$ cat config.mk
export PLATFORM = sky130hd
export DESIGN_NAME = cvsd_codec
export DESIGN_NICKNAME = d
export VERILOG_FILES = /design/src/rtl/cvsd_pkg.sv /design/src/rtl/cvsd_run_detect.sv /design/src/rtl/cvsd_syllabic.sv /design/src/rtl/cvsd_integrator.sv /design/src/rtl/cvsd_codec.sv
export SDC_FILE = /design/constraint.sdc
export NUM_CORES = 1
export LEC_CHECK = 0
export CELL_PAD_IN_SITES_DETAIL_PLACEMENT = 0
export CELL_PAD_IN_SITES_GLOBAL_PLACEMENT = 2
export CORE_ASPECT_RATIO = 2
export CORE_MARGIN = 3
export CORE_UTILIZATION = 42
export DETAILED_ROUTE_END_ITERATION = 16
export DONT_BUFFER_PORTS = 1
export GPL_TIMING_DRIVEN = 0
export PLACE_DENSITY_LB_ADDON = 0.1
export SETUP_SLACK_MARGIN = 0.5
export SLEW_MARGIN = 20
export SYNTH_ARGS = -nofsm -noshare
export SYNTH_HDL_FRONTEND = slang
export SYNTH_HIERARCHICAL = 1
export SYNTH_SLANG_ARGS = --single-unit
export TNS_END_PERCENT = 5
$ cat constraint.sdc
create_clock -name clk -period 7.4 [get_ports clk]
set_input_delay 0.74 -clock clk [delete_from_list [all_inputs] [get_ports clk]]
set_output_delay 0.74 -clock clk [all_outputs]
set_load 0.01 [all_outputs]
$ cat src/rtl/cvsd_pkg.sv
package cvsd_pkg;
    typedef enum logic [1:0] {
        ST_QUIET = 2'd0,
        ST_TRACK = 2'd1,
        ST_CLAMP = 2'd2
    } loop_state_t;
endpackage

$ cat src/rtl/cvsd_run_detect.sv
module cvsd_run_detect #(
    parameter int HIST_LEN = 3
) (
    input  logic clk,
    input  logic rst_n,
    input  logic load_idle,
    input  logic bit_in,
    output logic run
);
    localparam logic [HIST_LEN-1:0] IDLE_PAT = HIST_LEN'({(HIST_LEN+1)/2{2'b10}});

    logic [HIST_LEN-1:0] hist_q;
    logic [HIST_LEN-1:0] hist_d;

    // Window of the newest bits, current bit included.
    always_comb begin
        hist_d = {hist_q[HIST_LEN-2:0], bit_in};
        run    = (&hist_d) | ~(|hist_d);
    end

    always_ff @(posedge clk) begin
        if (!rst_n || load_idle) hist_q <= IDLE_PAT;
        else                     hist_q <= hist_d;
    end
endmodule

$ cat src/rtl/cvsd_syllabic.sv
module cvsd_syllabic #(
    parameter int STEP_MIN   = 1,
    parameter int STEP_MAX   = 48,
    parameter int STEP_INC   = 2,
    parameter int FRAC       = 6,
    parameter int SYL_SHIFT  = 6,
    parameter int STEP_W     = $clog2(STEP_MAX + 1)
) (
    input  logic              clk,
    input  logic              rst_n,
    input  logic              run,
    input  logic              hold,
    input  logic              load_min,
    output logic [STEP_W-1:0] step
);
    localparam int SF_W = STEP_W + FRAC + 1;
    localparam logic [SF_W-1:0] MINF = SF_W'(STEP_MIN) << FRAC;
    localparam logic [SF_W-1:0] MAXF = SF_W'(STEP_MAX) << FRAC;
    localparam logic [SF_W-1:0] INCF = SF_W'(STEP_INC) << FRAC;

    logic [SF_W-1:0] acc_q;
    logic [SF_W-1:0] raw;
    logic [SF_W-1:0] acc_d;

    always_comb begin
        raw = run ? (acc_q + INCF) : (acc_q - (acc_q >> SYL_SHIFT));
        if (raw < MINF)      acc_d = MINF;
        else if (raw > MAXF) acc_d = MAXF;
        else                 acc_d = raw;
    end

    always_ff @(posedge clk) begin
        if (!rst_n || load_min) acc_q <= MINF;
        else if (!hold)         acc_q <= acc_d;
    end

    assign step = acc_q[FRAC +: STEP_W];

    a_r3_step_range: assert property (@(posedge clk) disable iff (!rst_n)
        (acc_q >= MINF) && (acc_q <= MAXF));
    a_r3_run_grows: assert property (@(posedge clk) disable iff (!rst_n)
        (run && !hold && !load_min && (acc_q < MAXF)) |=> (acc_q > $past(acc_q)));
endmodule

$ cat src/rtl/cvsd_integrator.sv
module cvsd_integrator #(
    parameter int EST_W      = 10,
    parameter int STEP_W     = 6,
    parameter int LEAK_SHIFT = 4
) (
    input  logic [EST_W-1:0]  est,
    input  logic [STEP_W-1:0] step,
    input  logic              up,
    output logic [EST_W-1:0]  cand,
    output logic              over,
    output logic [EST_W-1:0]  pin
);
    localparam int ES = EST_W + 2;
    localparam logic signed [ES-1:0] MID_S = ES'(1 << (EST_W - 1));
    localparam logic signed [ES-1:0] LIM_S = ES'(3 << (EST_W - 3));

    logic signed [ES-1:0] est_s, dev, leak, step_s, cand_s, cdev;

    always_comb begin
        est_s  = $signed({2'b00, est});
        dev    = est_s - MID_S;
        leak   = dev >>> LEAK_SHIFT;
        step_s = $signed({{(ES-STEP_W){1'b0}}, step});
        cand_s = est_s - leak + (up ? step_s : -step_s);
        cdev   = cand_s - MID_S;
        over   = (cdev >= LIM_S) || (cdev <= -LIM_S);
        cand   = cand_s[EST_W-1:0];
        pin    = cdev[ES-1] ? EST_W'(MID_S - LIM_S) : EST_W'(MID_S + LIM_S);
    end
endmodule

$ cat src/rtl/cvsd_codec.sv
module cvsd_codec #(
    parameter int EST_W      = 10,
    parameter int STEP_MIN   = 1,
    parameter int STEP_MAX   = 48,
    parameter int STEP_INC   = 2,
    parameter int FRAC       = 6,
    parameter int SYL_SHIFT  = 6,
    parameter int LEAK_SHIFT = 4,
    parameter int HIST_LEN   = 3
) (
    input  logic             clk,
    input  logic             rst_n,
    input  logic             mode_dec,
    input  logic             cmp_above,
    input  logic             rx_bit,
    input  logic             force_zero_n,
    input  logic             plain_quiet_n,
    output logic             tx_bit,
    output logic [EST_W-1:0] estimate,
    output logic             level_n
);
    import cvsd_pkg::*;

    localparam int STEP_W = $clog2(STEP_MAX + 1);
    localparam int ES     = EST_W + 2;
    localparam logic [EST_W-1:0]      MID   = EST_W'(1 << (EST_W - 1));
    localparam logic signed [ES-1:0]  MID_S = ES'(1 << (EST_W - 1));
    localparam logic signed [ES-1:0]  HALF_S = ES'(1 << (EST_W - 2));
    localparam logic signed [ES-1:0]  LIM_S = ES'(3 << (EST_W - 3));

    loop_state_t       st_q, st_d;
    logic [EST_W-1:0]  est_q, est_d;
    logic              bit_q, tx_q;
    logic              loop_bit, run, step_hold, load_idle;
    logic [STEP_W-1:0] step_w;
    logic [EST_W-1:0]  cand, pin;
    logic              over;
    logic signed [ES-1:0] dev_out;

    assign loop_bit  = mode_dec ? rx_bit : cmp_above;
    assign load_idle = !force_zero_n;

    cvsd_run_detect #(.HIST_LEN(HIST_LEN)) u_runs (
        .clk(clk), .rst_n(rst_n), .load_idle(load_idle),
        .bit_in(loop_bit), .run(run)
    );

    cvsd_syllabic #(
        .STEP_MIN(STEP_MIN), .STEP_MAX(STEP_MAX), .STEP_INC(STEP_INC),
        .FRAC(FRAC), .SYL_SHIFT(SYL_SHIFT), .STEP_W(STEP_W)
    ) u_step (
        .clk(clk), .rst_n(rst_n), .run(run), .hold(step_hold),
        .load_min(load_idle), .step(step_w)
    );

    cvsd_integrator #(.EST_W(EST_W), .STEP_W(STEP_W), .LEAK_SHIFT(LEAK_SHIFT)) u_integ (
        .est(est_q), .step(step_w), .up(loop_bit),
        .cand(cand), .over(over), .pin(pin)
    );

    // Next-state and datapath selection.
    always_comb begin
        st_d      = st_q;
        est_d     = est_q;
        step_hold = 1'b0;
        if (!force_zero_n) begin
            st_d  = ST_QUIET;
            est_d = MID;
        end else begin
            unique case (st_q)
                ST_QUIET, ST_TRACK: begin
                    if (over) begin
                        st_d  = ST_CLAMP;
                        est_d = pin;
                    end else begin
                        st_d  = ST_TRACK;
                        est_d = cand;
                    end
                end
                ST_CLAMP: begin
                    step_hold = 1'b1;
                    if (!over) begin
                        st_d  = ST_TRACK;
                        est_d = cand;
                    end
                end
                default: begin
                    st_d  = ST_QUIET;
                    est_d = MID;
                end
            endcase
        end
    end

    // State register.
    always_ff @(posedge clk) begin
        if (!rst_n) begin
            st_q  <= ST_QUIET;
            est_q <= MID;
            bit_q <= 1'b0;
        end else begin
            st_q  <= st_d;
            est_q <= est_d;
            bit_q <= loop_bit;
        end
    end

    // Transmit register on the falling edge.
    always_ff @(negedge clk) begin
        if (!rst_n)                               tx_q <= 1'b0;
        else if (!force_zero_n || !plain_quiet_n) tx_q <= ~tx_q;
        else                                      tx_q <= bit_q;
    end

    // Outputs.
    always_comb begin
        dev_out  = $signed({2'b00, est_q}) - MID_S;
        level_n  = !((dev_out >= HALF_S) || (dev_out <= -HALF_S));
        estimate = est_q;
        tx_bit   = tx_q;
    end

    a_r5_clamp_bound: assert property (@(posedge clk) disable iff (!rst_n)
        (dev_out <= LIM_S) && (dev_out >= -LIM_S));
    a_r5_clamp_freezes_step: assert property (@(posedge clk) disable iff (!rst_n)
        (st_q == ST_CLAMP && force_zero_n) |=> $stable(step_w));
    a_r8_force_centres: assert property (@(posedge clk) disable iff (!rst_n)
        (!force_zero_n) |=> (est_q == MID && st_q == ST_QUIET));
    a_r8_force_min_step: assert property (@(posedge clk) disable iff (!rst_n)
        (!force_zero_n) |=> (step_w == STEP_W'(STEP_MIN)));
endmodule

==> results of run 1 <==
==> worst paths after layout <==
| kind | endpoint | cells after the start |
|---|---|---|
| worst max-delay path | estimate[6] | 23 |
| worst min-delay path | u_runs/hist_q[1] | 1 |
| worst min register to register | u_runs/hist_q[1] | 1 |
| worst max register to register | estimate[6] | 24 |
==> synthesized netlist by cell type, drive strengths merged (2+ instances only) <==
| cell type | count |
|---|---|
| inv | 52 |
| dfxtp | 29 |
| a21oi | 25 |
| buf | 24 |
| ha | 24 |
| nand2 | 23 |
| nor2 | 21 |
| xnor2 | 15 |
| a21o | 14 |
| fa | 10 |
| a31oi | 9 |
| o221ai | 9 |
| xor2 | 9 |
| nand3 | 8 |
| o21ai | 7 |
| nor2b | 6 |
| nor3 | 6 |
| clkbuf | 5 |
| mux2i | 5 |
| nand4 | 5 |
| nor4 | 5 |
| o21bai | 5 |
| o32ai | 5 |
| and2 | 4 |
| nand2b | 4 |
| o211a | 4 |
| o21a | 4 |
| o22ai | 4 |
| or2 | 4 |
| and3 | 3 |
| mux2 | 3 |
| nand3b | 3 |
| o211ai | 3 |
| a211oi | 2 |
| a21boi | 2 |
| a41oi | 2 |
| conb | 2 |
| o2bb2ai | 2 |
| or3 | 2 |
| or3b | 2 |
| or4 | 2 |
==> per-layer routing <==
layer / track usage [%] / wire, um / vias up
li1: - / - / 1380
met1: 19.54 / 2887 / 1309
met2: 46.87 / 5456 / 48
met3: 2.795 / 239 / 18
met4: 9.450 / 309 / 0
met5: 0 / 0 / -
==> area by class of cell <==
| type | instances | area [sq um] |
|---|---|---|
| plain buffers | 29 | 185.2 |
| well taps | 92 | 115.1 |
| flip-flops and latches | 29 | 580.6 |
| clock buffers | 6 | 138.9 |
| multi-input cells | 286 | 2226 |
| fillers | 768 | 3812 |
| clock inverters | 3 | 17.52 |
| inverters | 51 | 191.4 |
==> worst max-delay path, stage by stage <==
cell	delay, ns
mux2_2	0.35
clkbuf_1	0.23
a31oi_1	0.43
fa_1	0.50
ha_1	0.29
buf_2	0.16
a21o_1	0.18
o2bb2ai_1	0.13
a31oi_2	0.23
nand2b_1	0.08
a21oi_1	0.18
xnor2_1	0.26
inv_1	0.13
ha_1	0.25
xor2_1	0.16
xnor2_1	0.14
xnor2_1	0.26
xnor2_2	0.14
o211a_1	0.15
mux2i_1	0.33
buf_2	0.30
o221ai_1	0.15
a21oi_1	0.15
==> metrics by stage <==
step	setup slack, ns	std cells
6_report	1.673	496
5_1_grt	1.142	496
4_1_cts	1.593	496
3_5_place_dp	1.342	488
3_3_place_gp	1.384	488
2_1_floorplan	2.073	396
==> logic make-up after synthesis <==
| family | count (synthesis) | share of synthesized area (%) |
|---|---|---|
| AO/OA/AOI/OAI | 107 | 25.66 |
| flip-flops | 29 | 18.35 |
| multiplexers | 8 | 2.649 |
| XOR/XNOR | 24 | 6.881 |
| AND/OR/NAND/NOR | 105 | 18.39 |
| adder cells (fa/ha/maj) | 34 | 15.82 |
| buffers and inverters | 81 | 12.02 |
| other | 2 | 0.2373 |
==> sequential cells by signal, indices dropped and copies added, names as in the netlist <==
signal	count
tx_bit	1
bit_q	1
u_step/acc_q	13
st_q	2
u_runs/hist_q	2
estimate	10
==> impl_metrics.py, run 1 <==
metrics = {
    "route": {
        "ant_nets": 0,
        "wl_per_cell_um": 17.93,
        "vias": 2755,
        "routed_wl_um": 8892,
        "drc_errors": 0,
        "drtIter0Drc": 98,
        "viasPerCell": 5.554,
        "first_pass_iters": 6,
    },
    "cts": {
        "post_cts_buffers": 0,
        "cts_root_buf": "clkbuf_16",
        "clock_latency_ns": 0.35,
        "cts_buffer_depth": 2,
        "numClockSinks": 29,
        "ctsHoldBuffers": 0,
        "cts_tree": "built",
        "cts_buffers": 5,
        "clk_pin_slew_worst_paths_ns": 0.06,
        "htree_levels": 2,
        "cts_resized": 0,
    },
    "floorplan": {
        "core-area_sq_um": 7267,
        "die_w_um": 67.38,
        "num_rows": 44,
        "start_util_pct": 43.54,
        "ios": 19,
        "die_area_sq_um": 8675,
        "die_h_um": 128.8,
    },
    "global_routing": {
        "grt_max_degree": 14,
        "grt_use_total_pct": 22.40,
        "grt_pass1_wl_um": 14340,
        "gr-total-overflow": 0,
        "first_global_vias": 2820,
        "antenna_found_initial": 0,
    },
    "final_layout": {
        "final_cell_mix": "inv_1, dfxtp_1, a21oi_1, ha_1, nand2_1",
        "area_growth_pct": 9.173,
        "layout.nets": 444,
        "final_layout_size_suffix_gt1_share_pct": 12.62,
        "design_area_sq_um": 3455,
        "final_util_pct": 47.54,
        "final_common_cell": "inv_1",
        "antenna_cells": 0,
    },
    "setup_path": {
        "crit_start": "mode_dec",
        "worstPathArrival_ns": 5.93,
        "regToRegSetupSlack_ns": 1.68,
        "crit_path_end_kind": "flop",
        "regToRegStartpoint": "u_step/acc_q[7]",
        "path_max_fanout": 10,
        "critPathKind": "in -> reg",
        "critPathLaunchType": "input pin",
        "critPathRequiredTime_ns": 7.61,
    },
    "yosys": {
        "ys_seq_area_share_pct": 18.35,
        "synth_flop_cell": "dfxtp_1",
        "yosys-top-cells-area": "dfxtp_1, ha_1, fa_1, inv_1, xnor2_1",
        "synth_seq_cells": 29,
        "yosysWarnings": 6,
        "synthArstFlopShare_pct": 0,
        "yosysTopAreaCellShare_pct": 18.35,
        "syn_inst": 390,
        "synth_edf_count": 0,
        "syn_avg_cell_area_sq_um": 8.114,
        "yosysTopAreaCell": "dfxtp_1",
        "synth.distinct_cells": 74,
        "synth_area_sq_um": 3164,
    },
    "timing": {
        "fin_hold_ws_ns": 0.4804,
        "final_max_slew_viol_count": 0,
        "rsz0062_at_grt": "false",
        "setup_viol": 0,
        "finalClockSkew_ns": 0.06682,
        "worst_pin_slew_ns": 0.7914,
        "slew_headroom_pct": 47.17,
        "finalCriticalPeriod_ns": 5.727,
        "finalSetupTns_ns": 0,
        "fmax_mhz": 174.6,
        "hold_viol_final": 0,
        "fin_crit_sh_pct": 77.39,
    },
    "min_path": {
        "min_from": "u_runs/hist_q[0]",
        "hold_class": "reg -> reg",
    },
    "run": {
        "max_cap_violations": 0,
    },
    "place": {
        "hpwl_um": 7320,
        "port_buffers": 0,
        "placed_area_sq_um": 3302,
        "gp_congestion": 0.8400,
    },
    "run_status": {
        "status": "finished clean",
    },
}
Power of run 1 is left out: the tool's default activity adds up to more than one toggle a clock period on the data nets, which glitch-free logic cannot reach.
==> run 2: changes to the inputs <==
- CORE_UTILIZATION: 42 -> 36
- clock period: 7.4 -> 4.9 ns (I/O delays scaled with it)
==> run 2 against run 1 <==
Effect of this change: first-iteration DRC count rose by 23%; sequential cell count unchanged; sequential share of layout area shrank 1.6 points; routed wire length is 8.7% higher; clock skew is 0.0014 ns higher; critical path depth grew 1; clock-buffer cell count did not move; final cell count up 5.8%; utilization shrank 0.95 points; setup slack worse by 1.5 ns.
==> impl_metrics.py, run 2 (synthesis gave the netlist of run 1 again) <==
metrics = {
    "run": {
        "max_cap_violations": 0,
    },
    "route": {
        "ant_nets": 0,
        "vias": 2875,
        "viasPerCell": 5.476,
        "drc_errors": 0,
        "routed_wl_um": 9668,
        "drtIter0Drc": 121,
        "first_pass_iters": 4,
        "wl_per_cell_um": 18.42,
    },
    "setup_path": {
        "critPathSlowestCell": "fa_1",
        "crit_path_end_kind": "flop",
        "critPathLaunchType": "flop",
        "critPathRequiredTime_ns": 5.06,
        "regToRegSetupSlack_ns": 0.13,
        "regToRegStartpoint": "u_step/acc_q[8]",
        "ff2ff_path_depth": 24,
        "critPathKind": "reg -> reg",
        "worstPathArrival_ns": 4.93,
        "slowest_delay_ns": 0.54,
        "r2r-end": "estimate[9]",
        "path_max_fanout": 8,
        "crit_chain": "buf_4, nor3_2, nor2_2, xnor2_2, fa_1, inv_1, ha_4, nand2_2, o21bai_4, a21boi_2, o41ai_2, o21ai_2, xnor2_2, ha_2, xor2_1, xnor2_1, xnor2_1, xnor2_2, o211a_1, mux2i_4, nand2b_1, buf_6, inv_2, a221o_1",
        "cp_common_cell": "xnor2_2",
    },
    "timing": {
        "finalClockSkew_ns": 0.06819,
        "fmax_mhz": 209.7,
        "fin_hold_ws_ns": 0.3355,
        "final_max_slew_viol_count": 0,
        "hold_viol_final": 0,
        "fin_ws_ns": 0.1313,
        "finalCriticalPeriod_ns": 4.769,
        "fin_crit_sh_pct": 97.32,
        "rsz0062_at_grt": "true",
        "slew_headroom_pct": 64.24,
        "worst_pin_slew_ns": 0.5332,
        "setup_viol": 0,
    },
    "cts": {
        "cts_root_buf": "clkbuf_16",
        "clock_latency_ns": 0.35,
        "numClockSinks": 29,
        "cts_buffers": 5,
        "clk_pin_slew_worst_paths_ns": 0.05,
        "ctsHoldBuffers": 0,
        "cts_buffer_depth": 2,
        "cts_tree": "built",
        "htree_levels": 2,
    },
    "final_layout": {
        "layout.nets": 467,
        "antenna_cells": 0,
        "top_register": "u_step/acc_q",
        "largest_reg_flops": 13,
        "final_common_cell": "inv_1",
        "area_growth_pct": 23.80,
        "final_layout_size_suffix_gt1_share_pct": 26.46,
        "design_area_sq_um": 3918,
        "nFillCells": 864,
        "final_cell_mix": "inv_1, buf_4, dfxtp_1, nand2_1, a21oi_1",
    },
    "place": {
        "port_buffers": 0,
        "hpwl_um": 7689,
        "gp_congestion": 0.8424,
        "dp_slack_ns": -0.7223,
        "placed_area_sq_um": 3417,
    },
    "global_routing": {
        "grt_pass1_wl_um": 15010,
        "gr-total-overflow": 0,
        "grt_max_degree": 14,
        "grt_use_total_pct": 19.96,
        "antenna_found_initial": 0,
        "first_global_vias": 2910,
    },
    "floorplan": {
        "die_w_um": 72.30,
        "ios": 19,
        "die_h_um": 138.6,
        "start_util_pct": 37.63,
        "num_rows": 47,
        "die_area_sq_um": 10020,
        "core-area_sq_um": 8409,
    },
    "min_path": {
        "hold_depth": 1,
        "min_from": "rst_n",
        "hold_end": "bit_q",
        "hold_class": "in -> reg",
    },
    "run_status": {
        "status": "finished clean",
    },
}
run 2: cell type report:
type	count	area, sq um	area share (%)
Multi-Input combinational cell	286	2459	62.76
Sequential cell	29	596.8	15.23
Timing Repair Buffer	23	170.2	4.344
Buffer	29	221.5	5.653
Clock inverter	3	17.52	0.4471
Clock buffer	6	138.9	3.545
Tap cell	98	122.6	3.130
Inverter	51	191.4	4.887
run 2: worst max-delay path by stage:
stage | from | slack (ns) | endpoint
2_1_floorplan | mode_dec | 0.04 | estimate[9]
5_1_grt | u_step/acc_q[6] | -0.07 | estimate[9]
3_3_place_gp | u_step/acc_q[7] | -0.66 | estimate[8]
4_1_cts | mode_dec | 0.16 | estimate[9]
6_report | u_step/acc_q[8] | 0.13 | estimate[9]
3_5_place_dp | u_step/acc_q[7] | -0.72 | estimate[9]
run 2: per-stage QoR:
| stage | std cells | setup TNS, ns | utilization [%] |
|---|---|---|---|
| 3_5_place_dp | 494 | -7.999 | 40.63 |
| 5_1_grt | 525 | -0.1799 | 46.59 |
| 6_report | 525 | 0 | 46.59 |
| 2_1_floorplan | 396 | 0 | - |
| 4_1_cts | 525 | 0 | 46.51 |
| 3_3_place_gp | 494 | -7.194 | 40.63 |
run 2: what timing repair did:
action | CTS | global route
gates cloned | 1 | 0
resized for setup | 38 | 2
pin swaps | 29 | 4
setup buffers | 22 | 0
endpoints found under the setup margin | 12 | 12
run 2: routing by layer:
layer  part of all wire, %  global-route usage (%)  vias up  routed length, um
met2                    61                   41.46       49               5941
met3                   2.4                   2.395       27                233
li1                      -                       -     1439                  -
met1                    31                   16.30     1360               2960
met4                   5.5                   11.50        0                533
met5                     0                       0        -                  0
run 2: worst max-delay path, delay by kind of cell (launching register included):
kind            cells  cell delay, ns
compound gates      6            1.10
xor+xnor            6            1.18
fa+ha+maj           3            1.05
buf+inv             4            0.38
flops               1            0.37
mux                 1            0.09
simple gates        4            0.47
Power of run 2 is left out for the same reason.
==> run 3: changes to the inputs <==
- HOLD_SLACK_MARGIN: unset -> 0.08
- PLACE_DENSITY: unset -> 0.79
- PLACE_DENSITY_LB_ADDON: 0.1 -> unset
==> run 3 against run 2 <==
Effect of this change: setup slack worse by 0.032 ns; critical path depth unchanged; final area up 1.5%.
==> impl_metrics.py, run 3 (synthesis gave the netlist of run 1 again) <==
metrics = {
    "run_status": {
        "status": "finished clean",
    },
    "setup_path": {
        "critPathRequiredTime_ns": 5.06,
        "slowest_delay_ns": 0.55,
        "critPathSlowestCell": "fa_1",
        "crit_path_end_kind": "flop",
        "crit_chain": "buf_4, nor3_4, a31oi_4, fa_1, ha_4, buf_6, a21o_1, o2bb2ai_1, a31oi_2, nand2b_1, a21oi_2, xnor2_2, inv_1, ha_2, xor2_1, xnor2_1, xnor2_1, xnor2_2, a211oi_2, mux2i_4, nand2b_1, buf_6, inv_2, a221o_1",
        "critPathKind": "reg -> reg",
        "cp_top_family": "compound AO/OA/AOI/OAI gates",
        "path_max_fanout": 8,
        "critPathLaunchType": "flop",
        "critPathBufInv": 5,
        "worstPathArrival_ns": 4.96,
    },
    "global_routing": {
        "grt_use_total_pct": 19.25,
        "gr-total-overflow": 0,
        "grt_pass1_wl_um": 14590,
        "grt_max_degree": 14,
        "first_global_vias": 2968,
        "antenna_found_initial": 0,
    },
    "final_layout": {
        "nFillCells": 855,
        "regArea_sq_um": 596.8,
        "largest_reg_flops": 13,
        "final_util_pct": 47.30,
        "multi_input_area_sq_um": 2499,
        "layout.nets": 466,
        "area_growth_pct": 25.70,
        "design_area_sq_um": 3978,
        "antenna_cells": 0,
        "final_cell_mix": "inv_1, buf_4, dfxtp_1, nand2_1, a21oi_1",
        "final_layout_size_suffix_gt1_share_pct": 26.76,
        "final_common_cell": "inv_1",
        "top_register": "u_step/acc_q",
    },
    "run": {
        "max_cap_violations": 0,
    },
    "cts": {
        "cts_buffer_depth": 2,
        "clock_latency_ns": 0.34,
        "clk_pin_slew_worst_paths_ns": 0.05,
        "ctsHoldBuffers": 0,
        "htree_levels": 2,
        "cts_buffers": 5,
        "numClockSinks": 29,
        "cts_root_buf": "clkbuf_16",
        "cts_tree": "built",
    },
    "route": {
        "drc_errors": 0,
        "first_pass_iters": 4,
        "wl_per_cell_um": 17.79,
        "routed_wl_um": 9324,
        "ant_nets": 0,
        "vias": 2896,
        "viasPerCell": 5.527,
        "drtIter0Drc": 138,
    },
    "floorplan": {
        "ios": 19,
        "start_util_pct": 37.63,
        "die_area_sq_um": 10020,
        "num_rows": 47,
        "core-area_sq_um": 8409,
        "die_w_um": 72.30,
        "die_h_um": 138.6,
    },
    "timing": {
        "fmax_mhz": 208.3,
        "final_max_slew_viol_count": 0,
        "setup_viol": 0,
        "fin_crit_sh_pct": 97.98,
        "rsz0062_at_grt": "true",
        "hold_viol_final": 0,
        "finalCriticalPeriod_ns": 4.801,
        "finalSetupTns_ns": 0,
        "finalClockSkew_ns": 0.07099,
        "fin_ws_ns": 0.09916,
    },
    "place": {
        "gp_congestion": 0.8246,
        "placed_area_sq_um": 3417,
        "dp_slack_ns": -0.6805,
        "port_buffers": 0,
        "hpwl_um": 7409,
    },
    "min_path": {
        "hold_class": "in -> reg",
    },
}
## run 3: metrics by stage
step,instances,hold slack (ns)
floorplan,396,0.4320
global placement,494,0.4525
detailed placement,494,0.4736
CTS,516,0.3418
global route,524,0.3459
finish,524,0.3423
## run 3: path summary, 6_finish.rpt
path                          from               end  cells after the start  slack (ns)
hold reg to reg   u_runs/hist_q[0]  u_runs/hist_q[1]                      1        0.47
hold / removal               rst_n             bit_q                      1        0.34
setup / recovery  u_step/acc_q[10]       estimate[9]                     24         0.1
setup reg to reg  u_step/acc_q[10]       estimate[9]                     24         0.1
## run 3: cell type report
cell class	count	area share, %
buffer	29	5.851
clock buffer	5	3.146
clock inverter	4	1.132
inverter	51	4.876
multi-input combinational	286	62.82
sequential	29	15.00
tap	98	3.083
timing repair buffer	22	4.089
## run 3: worst register-to-register path, stage by stage (launching register included)
cell and delay, ns:
dfxtp_4 0.34, buf_4 0.15, nor3_4 0.27, a31oi_4 0.14
fa_1 0.55, ha_4 0.22, buf_6 0.13, a21o_1 0.17
o2bb2ai_1 0.14, a31oi_2 0.19, nand2b_1 0.10, a21oi_2 0.17
xnor2_2 0.15, inv_1 0.10, ha_2 0.20, xor2_1 0.16
xnor2_1 0.14, xnor2_1 0.27, xnor2_2 0.14, a211oi_2 0.27
mux2i_4 0.13, nand2b_1 0.13, buf_6 0.13, inv_2 0.03
a221o_1 0.29
## run 3: layer usage
layer / share of wire, % / track usage (%) / wire, um / vias up
met5: 0 / 0 / 0 / -
met4: 4.6 / 10.51 / 425 / 0
met3: 2.4 / 2.612 / 228 / 30
met2: 62 / 40.02 / 5775 / 53
met1: 31 / 15.75 / 2894 / 1376
li1: - / - / - / 1437
## run 3: repair_timing
item	4_1_cts	5_1_grt
endpoints found under the setup margin	12	12
pin swaps	14	29
gates resized for setup	22	30
cloned	1	0
setup buffers	13	8
Power of run 3 is left out for the same reason.
